File: src/rtl/rpt_pkg.sv
`timescale 1ns/1ps
package rpt_pkg;
    localparam int OP_W  = 4;
    localparam int SEL_W = 2;
    localparam int CNT_W = OP_W - SEL_W;

    typedef enum logic [SEL_W-1:0] {
        XF_SHR  = 2'b00,
        XF_INV  = 2'b01,
        XF_NEG  = 2'b10,
        XF_DROP = 2'b11
    } xf_sel_t;

    typedef enum logic [1:0] {
        PH_IDLE = 2'b00,
        PH_RAW  = 2'b01,
        PH_RES  = 2'b10
    } phase_t;
endpackage

File: src/rtl/rpt_decode.sv
`timescale 1ns/1ps
module rpt_decode
    import rpt_pkg::*;
(
    input  logic [OP_W-1:0]  op,
    output xf_sel_t          sel,
    output logic [CNT_W-1:0] count,
    output logic             drop
);
    always_comb begin
        sel   = xf_sel_t'(op[OP_W-1:CNT_W]);
        count = op[CNT_W-1:0];
        drop  = (sel == XF_DROP);
    end
endmodule

File: src/rtl/rpt_xform.sv
`timescale 1ns/1ps
module rpt_xform
    import rpt_pkg::*;
#(
    parameter int DW = 28
) (
    input  logic [DW-1:0] din,
    input  xf_sel_t       sel,
    output logic [DW-1:0] dout
);
    localparam logic [DW-1:0] ONE = {{(DW-1){1'b0}}, 1'b1};

    logic [DW-1:0] inv;
    assign inv = ~din;

    always_comb begin
        unique case (sel)
            XF_SHR:  dout = {1'b0, din[DW-1:1]};
            XF_INV:  dout = inv;
            XF_NEG:  dout = inv + ONE;
            default: dout = '0;
        endcase
    end
endmodule

File: src/rtl/rpt_seq.sv
`timescale 1ns/1ps
module rpt_seq
    import rpt_pkg::*;
#(
    parameter int DW = 28
) (
    input  logic             clk,
    input  logic             rst_n,
    input  logic [DW-1:0]    raw_in,
    input  logic [DW-1:0]    res_in,
    input  logic [CNT_W-1:0] cnt_in,
    input  logic             drop_in,
    input  logic             offer,
    input  logic             ack,
    output logic [DW-1:0]    dout,
    output logic             dvalid,
    output logic [CNT_W-1:0] left,
    output logic             full
);
    localparam logic [CNT_W-1:0] CNT_ONE = {{(CNT_W-1){1'b0}}, 1'b1};

    typedef struct packed {
        phase_t           ph;
        logic [DW-1:0]    raw;
        logic [DW-1:0]    res;
        logic [CNT_W-1:0] left;
    } seq_st_t;

    seq_st_t st_q, st_d;
    logic    last_ack;
    logic    take;

    always_comb begin
        last_ack = (st_q.ph != PH_IDLE) && ack && (st_q.left == '0);
        full     = (st_q.ph != PH_IDLE) && !last_ack;
        take     = offer && !full && !drop_in;

        st_d = st_q;
        if (st_q.ph != PH_IDLE && ack) begin
            if (st_q.left == '0) begin
                st_d.ph = PH_IDLE;
            end else begin
                st_d.ph   = PH_RES;
                st_d.left = st_q.left - CNT_ONE;
            end
        end
        if (take) begin
            st_d.ph   = PH_RAW;
            st_d.raw  = raw_in;
            st_d.res  = res_in;
            st_d.left = cnt_in;
        end
    end

    always_ff @(posedge clk or negedge rst_n) begin
        if (!rst_n) begin
            st_q <= '{ph: PH_IDLE, raw: '0, res: '0, left: '0};
        end else begin
            st_q <= st_d;
        end
    end

    always_comb begin
        dvalid = (st_q.ph != PH_IDLE);
        left   = st_q.left;
        unique case (st_q.ph)
            PH_RAW:  dout = st_q.raw;
            PH_RES:  dout = st_q.res;
            default: dout = '0;
        endcase
    end

    // an accepted word is shown untouched next cycle
    p_raw_first_r2: assert property (@(posedge clk) disable iff (!rst_n)
        take |=> (dvalid && dout == $past(raw_in) && left == $past(cnt_in)));

    // a dropped opcode from idle leaves the output empty
    p_drop_silent_r6: assert property (@(posedge clk) disable iff (!rst_n)
        (offer && !dvalid && drop_in) |=> !dvalid);

    // unacknowledged output is held
    p_hold_r8: assert property (@(posedge clk) disable iff (!rst_n)
        (dvalid && !ack) |=> (dvalid && $stable(dout) && $stable(left)));

    // count falls by one per acknowledge
    p_count_down_r9: assert property (@(posedge clk) disable iff (!rst_n)
        (dvalid && ack && left != '0) |=> (dvalid && left == $past(left) - CNT_ONE));

    // never full while empty
    p_full_needs_valid_r10: assert property (@(posedge clk) disable iff (!rst_n)
        !dvalid |-> !full);
endmodule

File: src/rtl/rpt_emitter.sv
`timescale 1ns/1ps
module rpt_emitter
    import rpt_pkg::*;
#(
    parameter int DW = 28
) (
    input  logic             clk,
    input  logic             rst_n,
    input  logic [DW-1:0]    in_data,
    input  logic [OP_W-1:0]  in_op,
    input  logic             in_valid,
    input  logic             out_ack,
    output logic [DW-1:0]    out_data,
    output logic             out_valid,
    output logic [CNT_W-1:0] out_left,
    output logic             busy
);
    xf_sel_t          sel;
    logic [CNT_W-1:0] count;
    logic             drop;
    logic [DW-1:0]    result;

    rpt_decode u_dec (
        .op    (in_op),
        .sel   (sel),
        .count (count),
        .drop  (drop)
    );

    rpt_xform #(.DW(DW)) u_xf (
        .din  (in_data),
        .sel  (sel),
        .dout (result)
    );

    rpt_seq #(.DW(DW)) u_seq (
        .clk     (clk),
        .rst_n   (rst_n),
        .raw_in  (in_data),
        .res_in  (result),
        .cnt_in  (count),
        .drop_in (drop),
        .offer   (in_valid),
        .ack     (out_ack),
        .dout    (out_data),
        .dvalid  (out_valid),
        .left    (out_left),
        .full    (busy)
    );

    // last acknowledge frees the entry in the same cycle
    p_free_on_last_r10: assert property (@(posedge clk) disable iff (!rst_n)
        (out_valid && out_ack && out_left == '0) |-> !busy);
endmodule

File: config.mk
export PLATFORM = sky130hd
export DESIGN_NAME = rpt_emitter
export DESIGN_NICKNAME = d
export VERILOG_FILES = /design/src/rtl/rpt_pkg.sv /design/src/rtl/rpt_decode.sv /design/src/rtl/rpt_xform.sv /design/src/rtl/rpt_seq.sv /design/src/rtl/rpt_emitter.sv
export SDC_FILE = /design/constraint.sdc
export NUM_CORES = 1
export LEC_CHECK = 0
export ABC_CLOCK_PERIOD_IN_PS = 5100
export BUFFER_PORTS_ARGS = -buffer_cell sky130_fd_sc_hd__clkbuf_2
export CAP_MARGIN = 20
export CORE_MARGIN = 5
export CORE_UTILIZATION = 35
export DETAILED_ROUTE_END_ITERATION = 8
export PLACE_DENSITY = 0.51
export SYNTH_ARGS = -nofsm -noshare
export SYNTH_HDL_FRONTEND = slang
export SYNTH_SLANG_ARGS = --single-unit
File: constraint.sdc
create_clock -name clk -period 5.1 [get_ports clk]
set_input_delay 0.255 -clock clk [delete_from_list [all_inputs] [get_ports clk]]
set_output_delay 0.255 -clock clk [all_outputs]
set_load 0.1 [all_outputs]
==> results.md, run 1 <==
- Top_reg_cell synth: dfrtp_1
- First-pass iteration count of the detailed router: 4
- R2r setup slk: 2.61 ns
- Slew HR: a little under two fifths
- RSZ-0062 raised after global routing: no
- Wire length per cell: ~17 um
- CORE AREA: between 10,000 and 15,000 um2
- CP Launch Type: flop
- Sequential power share: between 20% and 30%
- Post-synth EDFFs: 0
- Met1 GRT Util: 23.3%
- Largest net degree at the start of global routing: 61
- Final core utilization: between 40% and 50%
- Row cnt: 38
- Worst setup startpoint: u_seq.st_q[59]$_DFFE_PN0P_
- Clock Path Buffers: 2
- Int Pwr: 1420 uW
- Clk_lat worst skew: between 0.3 and 0.4 ns
- NetSw: 1650 uW
- Req. time, crit path: around 4.9 ns
- Clock power share: between 10% and 20%
- Share of layout cells above drive strength 1: between 20% and 30%
- Starting DRT DRC Count: between 200 and 250
- Achievable Freq: about 400 MHz
- Place WS: about 2.5 ns
- Sw Ratio: between 50% and 60%
- DRC violations left: 0
- Ys async rst share: 100%
- Status: finished clean
- Logic pwr share: a little under three fifths
- Number of global-route vias before repair: about 3,500
- Layout Skew: ~0.0053 ns
- Yosys cell types: 53
- ANT cells: 0
- Min-delay worst type: in -> async
- Worst Path Arrival: about 2.3 ns
- CTS Root Cell: clkbuf_8
- Final Max Slew Viols: 0
- Area Growth Syn to Fin: 15.1%
- Synth warn: 0
- Routed via count: roughly 3,500
- Syn Nets: approximately 520
- Crit path max fanout: 17
- TritonCTS clock tree: done
- Fin nets: 557
- Final min period: approximately 2.5 ns
- Clock sink total: 60
- Reg-to-reg startpoint: u_seq.st_q[58]$_DFFE_PN0P_
- Post-Syn Instances: about 480
- Final setup viols: 0
- Num CTS Buffers: 9
- Pwr per Cell Area: around 680 nW/um2
- CP delay by family, top: buffers and inverters
- Resize count post-CTS: 0
- Worst-path clk slew: ~0.070 ns
- Met2 Use GR: between 20 and 30%
- All-layer global routing usage: between 10% and 20%
- Die area: about 13,000 um2
- Min setup slack post-route: 2.56 ns
- Die Height: 116 um
- Crit end category: primary output
- Critical path class: reg -> out
- CP max stage cell: ha_1
- Vias per cell: ~5.3
- Avg Inst Size Synth: 8.20 um2
- Synthesized flop and latch total: 60
- Die X: roughly 120 um
- IO Pins: 68
- Hold Fails Final Rpt: 0
- Total negative slack: 0 ns
- Final hold slack: 0.0981 ns
- Detailed placement HPWL: 7.49 mm
- Worst IR Drop VDD: between 500 and 600 uV
- Final antenna-violating net count: 0
- Register area share after synthesis: between 30% and 40%
- Routability cong.: roughly 0.82
- H-tree levels: 3
- Tot Pwr: around 3100 uW
- Final period util: about half
- Antenna violations before repair: 0
- CTS Hold Bufs: 0
- Post-Synthesis Cell Area: 3900 um2
- Leakage Power: slightly below 0.002 uW
- First-pass GRT wire length: roughly 18 mm
- Fill cells: around 1,100
- I/O Buffers: 67
- Number of post-CTS setup repair buffers: 0
- GRT overflow: 0
- Crit path buffers/inverters: 3
- M3 GR Usage: between 3 and 4%
- Crit path cell chain: inv_1 > ha_1 > buf_8 > a22oi_1 > nor2b_1 > clkbuf_2
- Maxcap violations: 0
- Slew of the pin with the lowest slew margin: roughly 0.94 ns
- Crit-path max cell delay: 0.52 ns
- GR peak layer: met2
- Final WL: roughly 11 mm
- Initial Util: 35.8%
worst register-to-register path: cells and delay by family, from the launching register on:
kind	cells	cell delay, ns
flip-flops	1	0.37
adder cells (fa/ha/maj)	1	0.22
AO/OA/AOI/OAI	4	0.75
buffers and inverters	2	0.47
AND/OR/NAND/NOR	1	0.56
layer usage:
metal,up-vias,share of wire (%)
met1,1695,47
li1,1748,-
met2,76,48
met5,-,0
met4,0,0.74
met3,8,4.4
path summary, 6_finish.rpt:
check                                              to  depth (start not counted)
min reg2reg                 u_seq.st_q[6]$_DFFE_PN0P_                          2
max in group asynchronous   u_seq.st_q[5]$_DFFE_PN0P_                          2
max                                      out_data[21]                          6
min                        u_seq.st_q[37]$_DFFE_PN0P_                          2
min in group clk            u_seq.left[1]$_DFFE_PN0P_                          3
max reg2reg                u_seq.st_q[21]$_DFFE_PN0P_                          8
through the flow:
step,cells,instance area (um2)
2_1_floorplan,476,3900
3_3_place_gp,643,4250
3_5_place_dp,643,4250
4_1_cts,659,4460
5_1_grt,661,4490
6_report,661,4490
sequential cells by signal, indices dropped and copies added (netlist names):
register    count
u_seq.st_q     58
u_seq.left      2
area by class of cell:
| class | count | area, um2 | area share (%) |
|---|---|---|---|
| Multi-Input combinational cell | 355 | 2140 | 47.6 |
| Clock buffer | 11 | 141 | 3.15 |
| Sequential cell | 60 | 1500 | 33.4 |
| Timing Repair Buffer | 73 | 395 | 8.80 |
| Clock inverter | 5 | 75.1 | 1.67 |
| Tap cell | 140 | 175 | 3.90 |
| Inverter | 17 | 63.8 | 1.42 |
kinds of logic (layout without fill, tap and decap cells):
logic type      count (synthesis)  after routing  synth area share (%)
simple gates                  198            198                  25.8
compound gates                124            124                  20.6
buf+inv                        61            106                  6.86
flops                          60             60                  38.5
xor+xnor                       17             17                  3.82
mux                            11             11                  2.89
fa+ha+maj                       5              5                  1.60
synth_stat cells, drive strengths merged (2+ instances only):
library cell / count / area [um2]
or3: 3 / 18.8
nand2: 84 / 315
nor2: 28 / 105
xor2: 2 / 17.5
o21ai: 37 / 185
inv: 17 / 63.8
dfrtp: 60 / 1500
a22oi: 28 / 210
nor2b: 30 / 188
nor3: 12 / 81.3
mux2i: 9 / 90.1
nand4: 3 / 18.8
o221ai: 5 / 43.8
ha: 5 / 62.6
mux2: 2 / 22.5
or2: 5 / 31.3
nor4: 5 / 43.8
buf: 12 / 83.8
a31oi: 7 / 43.8
or4: 9 / 75.1
xnor2: 15 / 131
nand3: 8 / 40.0
a21oi: 26 / 130
o221a: 5 / 56.3
clkbuf: 32 / 120
nand2b: 5 / 31.3
o31ai: 3 / 22.5
nor4b: 4 / 41.3
o21a: 2 / 15.0
layout by cell type, fill, tap and decap left out, types with 10 or more instances in the layout:
cell,count
nand2_1,84
clkbuf_2,67
o21ai_0,31
nor2_1,27
inv_1,17
a22oi_1,28
clkbuf_8,10
dfrtp_1,60
nor2b_1,30
a21oi_1,26
xnor2_1,15
power groups by stage:
stage | sequential (uW) | clock (uW) | combinational (uW)
5_1_grt | 854 | 508 | 1900
4_1_cts | 831 | 492 | 1770
2_1_floorplan | 796 | 0 | 1470
3_5_place_dp | 838 | 0 | 1760
3_3_place_gp | 835 | 0 | 1750
6_report | 831 | 476 | 1770
No activity file was read; power rests on OpenSTA's default activity.
==> run 2, diff against run 1 <==
ABC_CLOCK_PERIOD_IN_PS = 2500   (was 5100)
clock period = 2.5 ns   (was 5.1 ns; I/O delays follow)
==> results.md, run 2 (synthesis gave the netlist of run 1 again) <==
- Achievable Freq: 458 MHz
- Die Height: 116 um (unchanged)
- Maxcap violations: 0 (unchanged)
- Routability cong.: 0.803 (-2.1%)
- GRT overflow: 0 (unchanged)
- HP Start: in_op[0]
- Wire length per cell: 17.1 um (+1.7%)
- Layout Skew: 0.00949 ns (+0.00418 ns)
- Crit path max fanout: 17 (unchanged)
- Total negative slack: 0 ns (unchanged)
- Largest net degree at the start of global routing: 52 (-15%)
- ANT cells: 0 (unchanged)
- Share of layout cells above drive strength 1: 26.6% (+6.2 points)
- Slew of the pin with the lowest slew margin: 0.736 ns (-0.206 ns)
- H-tree levels: 3 (unchanged)
- Status: finished clean
- Min-delay worst type: in -> reg
- RSZ-0062 raised after global routing: no
- Final setup viols: 0 (unchanged)
- Area Growth Syn to Fin: 30.1%
- Reg2reg path depth: 7 (-1)
- Final hold slack: 0.0416 ns (-0.0565 ns)
- Commonest non-fill, non-tap cell in the layout: nand2_1
- Final min period: approximately 2.2 ns
- CORE AREA: 10,900 um2 (unchanged)
- Slew HR: 50.9% (+14 points)
- Critical path class: reg -> out
- Req. time, crit path: 2.38 ns (-2.47 ns)
- First-pass GRT wire length: 19.1 mm (+5.2%)
- Top reg by flops: u_seq.st_q
- Starting DRT DRC Count: 197 (-14%)
- All-layer global routing usage: 18.0% (+0.86 points)
- DRC violations left: 0 (unchanged)
- Detailed placement HPWL: 8.08 mm (+7.9%)
- Vias per cell: 5.33 (about the same)
- Leakage Power: 0.00215 uW (+9.2%)
- CTS Root Cell: clkbuf_8
- Resize count post-CTS: 0 (unchanged)
- Number of global-route vias before repair: 3,610 (+2.8%)
- Finished Layout Cells: 674 (+2.0%)
- Final Max Slew Viols: 0 (unchanged)
- Die X: 116 um (unchanged)
- Reg-to-reg startpoint: u_seq.st_q[58]$_DFFE_PN0P_
- Crit end category: primary output
- Die area: 13,400 um2 (unchanged)
- Row cnt: 38 (unchanged)
- CP Launch Type: flop
- Place WS: 0.306 ns (-2.17 ns)
- Worst-path clk slew: 0.08 ns (about the same)
- Final period util: around 87%
- Clock sink total: 60 (unchanged)
- Hold Crit Depth: 3
- Placed insts: 656 (+2.0%)
- Worst Path Arrival: 2.06 ns (-0.22 ns)
- Pwr per Cell Area: 1380 nW/um2 (+100%)
- Most frequent cells in the layout: nand2_1 (84), dfrtp_1 (60), clkbuf_2 (39)
- First-pass iteration count of the detailed router: 5 (+1)
- Routed via count: 3,593 (+1.9%)
- Fin nets: 570 (+2.3%)
- TritonCTS clock tree: done
- Antenna violations before repair: 0 (unchanged)
- Worst setup startpoint: u_seq.st_q[58]$_DFFE_PN0P_
- I/O Buffers: 67 (unchanged)
- Final antenna-violating net count: 0 (unchanged)
- Initial Util: 35.8% (unchanged)
- Final WL: 11.5 mm (+3.7%)
- Worst IR Drop VDD: 764 uV (+41%)
- Hold Fails Final Rpt: 0 (unchanged)
- Max reg flops: 58 (unchanged)
- Clk_lat worst skew: 0.34 ns (about the same)
- Min setup slack post-route: 0.316 ns (-2.25 ns)
- Clock Path Buffers: 2 (unchanged)
- Num CTS Buffers: 9 (unchanged)
- IO Pins: 68 (unchanged)
==> run 2: path summary, 6_finish.rpt <==
path | endpoint | slack [ns]
max | out_data[21] | 0.32
min | u_seq.left[0]$_DFFE_PN0P_ | 0.04
max reg2reg | u_seq.st_q[21]$_DFFE_PN0P_ | 0.42
min reg2reg | u_seq.st_q[49]$_DFFE_PN0P_ | 0.48
max in group asynchronous | u_seq.st_q[18]$_DFFE_PN0P_ | 1.48
min in group asynchronous | u_seq.st_q[52]$_DFFE_PN0P_ | 0.38
==> run 2: cell type report <==
| cell class | count | area [um2] |
|---|---|---|
| Clock buffer | 12 | 165 |
| Tap cell | 140 | 175 |
| Inverter | 17 | 63.8 |
| Multi-Input combinational cell | 355 | 2210 |
| Fill cell | 1079 | 5810 |
| Clock inverter | 4 | 22.5 |
| Timing Repair Buffer | 86 | 941 |
| Sequential cell | 60 | 1500 |
==> run 2: per-stage QoR <==
step | power (uW) | area (um2) | utilization (%)
after floorplan | 4750 | 3970 | -
after global placement | 6200 | 4870 | 44.7
after detailed placement | 6240 | 4870 | 44.7
after CTS | 7090 | 5080 | 46.6
after global routing | 7430 | 5080 | 46.6
final | 7020 | 5080 | 46.6
==> run 2: power breakdown <==
part / internal [uW] / leakage [uW] / switching (uW)
sequential: 1430 / 0.000734 / 264
combinational: 1590 / 0.00132 / 2900
clock: 436 / 0.0000982 / 398
==> run 2: worst max-delay path, cell delays in order (launching register included) <==
cell     delay [ns]
dfrtp_1        0.37
inv_1          0.07
ha_1           0.53
buf_4          0.27
nor2b_1        0.25
buf_12         0.21
==> run 2: metal layers <==
metal | track usage [%] | share of wire (%)
met1 | 25.4 | 48
met2 | 28.2 | 46
met3 | 3.13 | 4.3
met4 | 5.48 | 1.6
met5 | 0 | 0
==> run 2: what timing repair did <==
action,CTS,global route
setup buffers,0,0
hold endpoints to repair,26,0
hold buffers,2,0
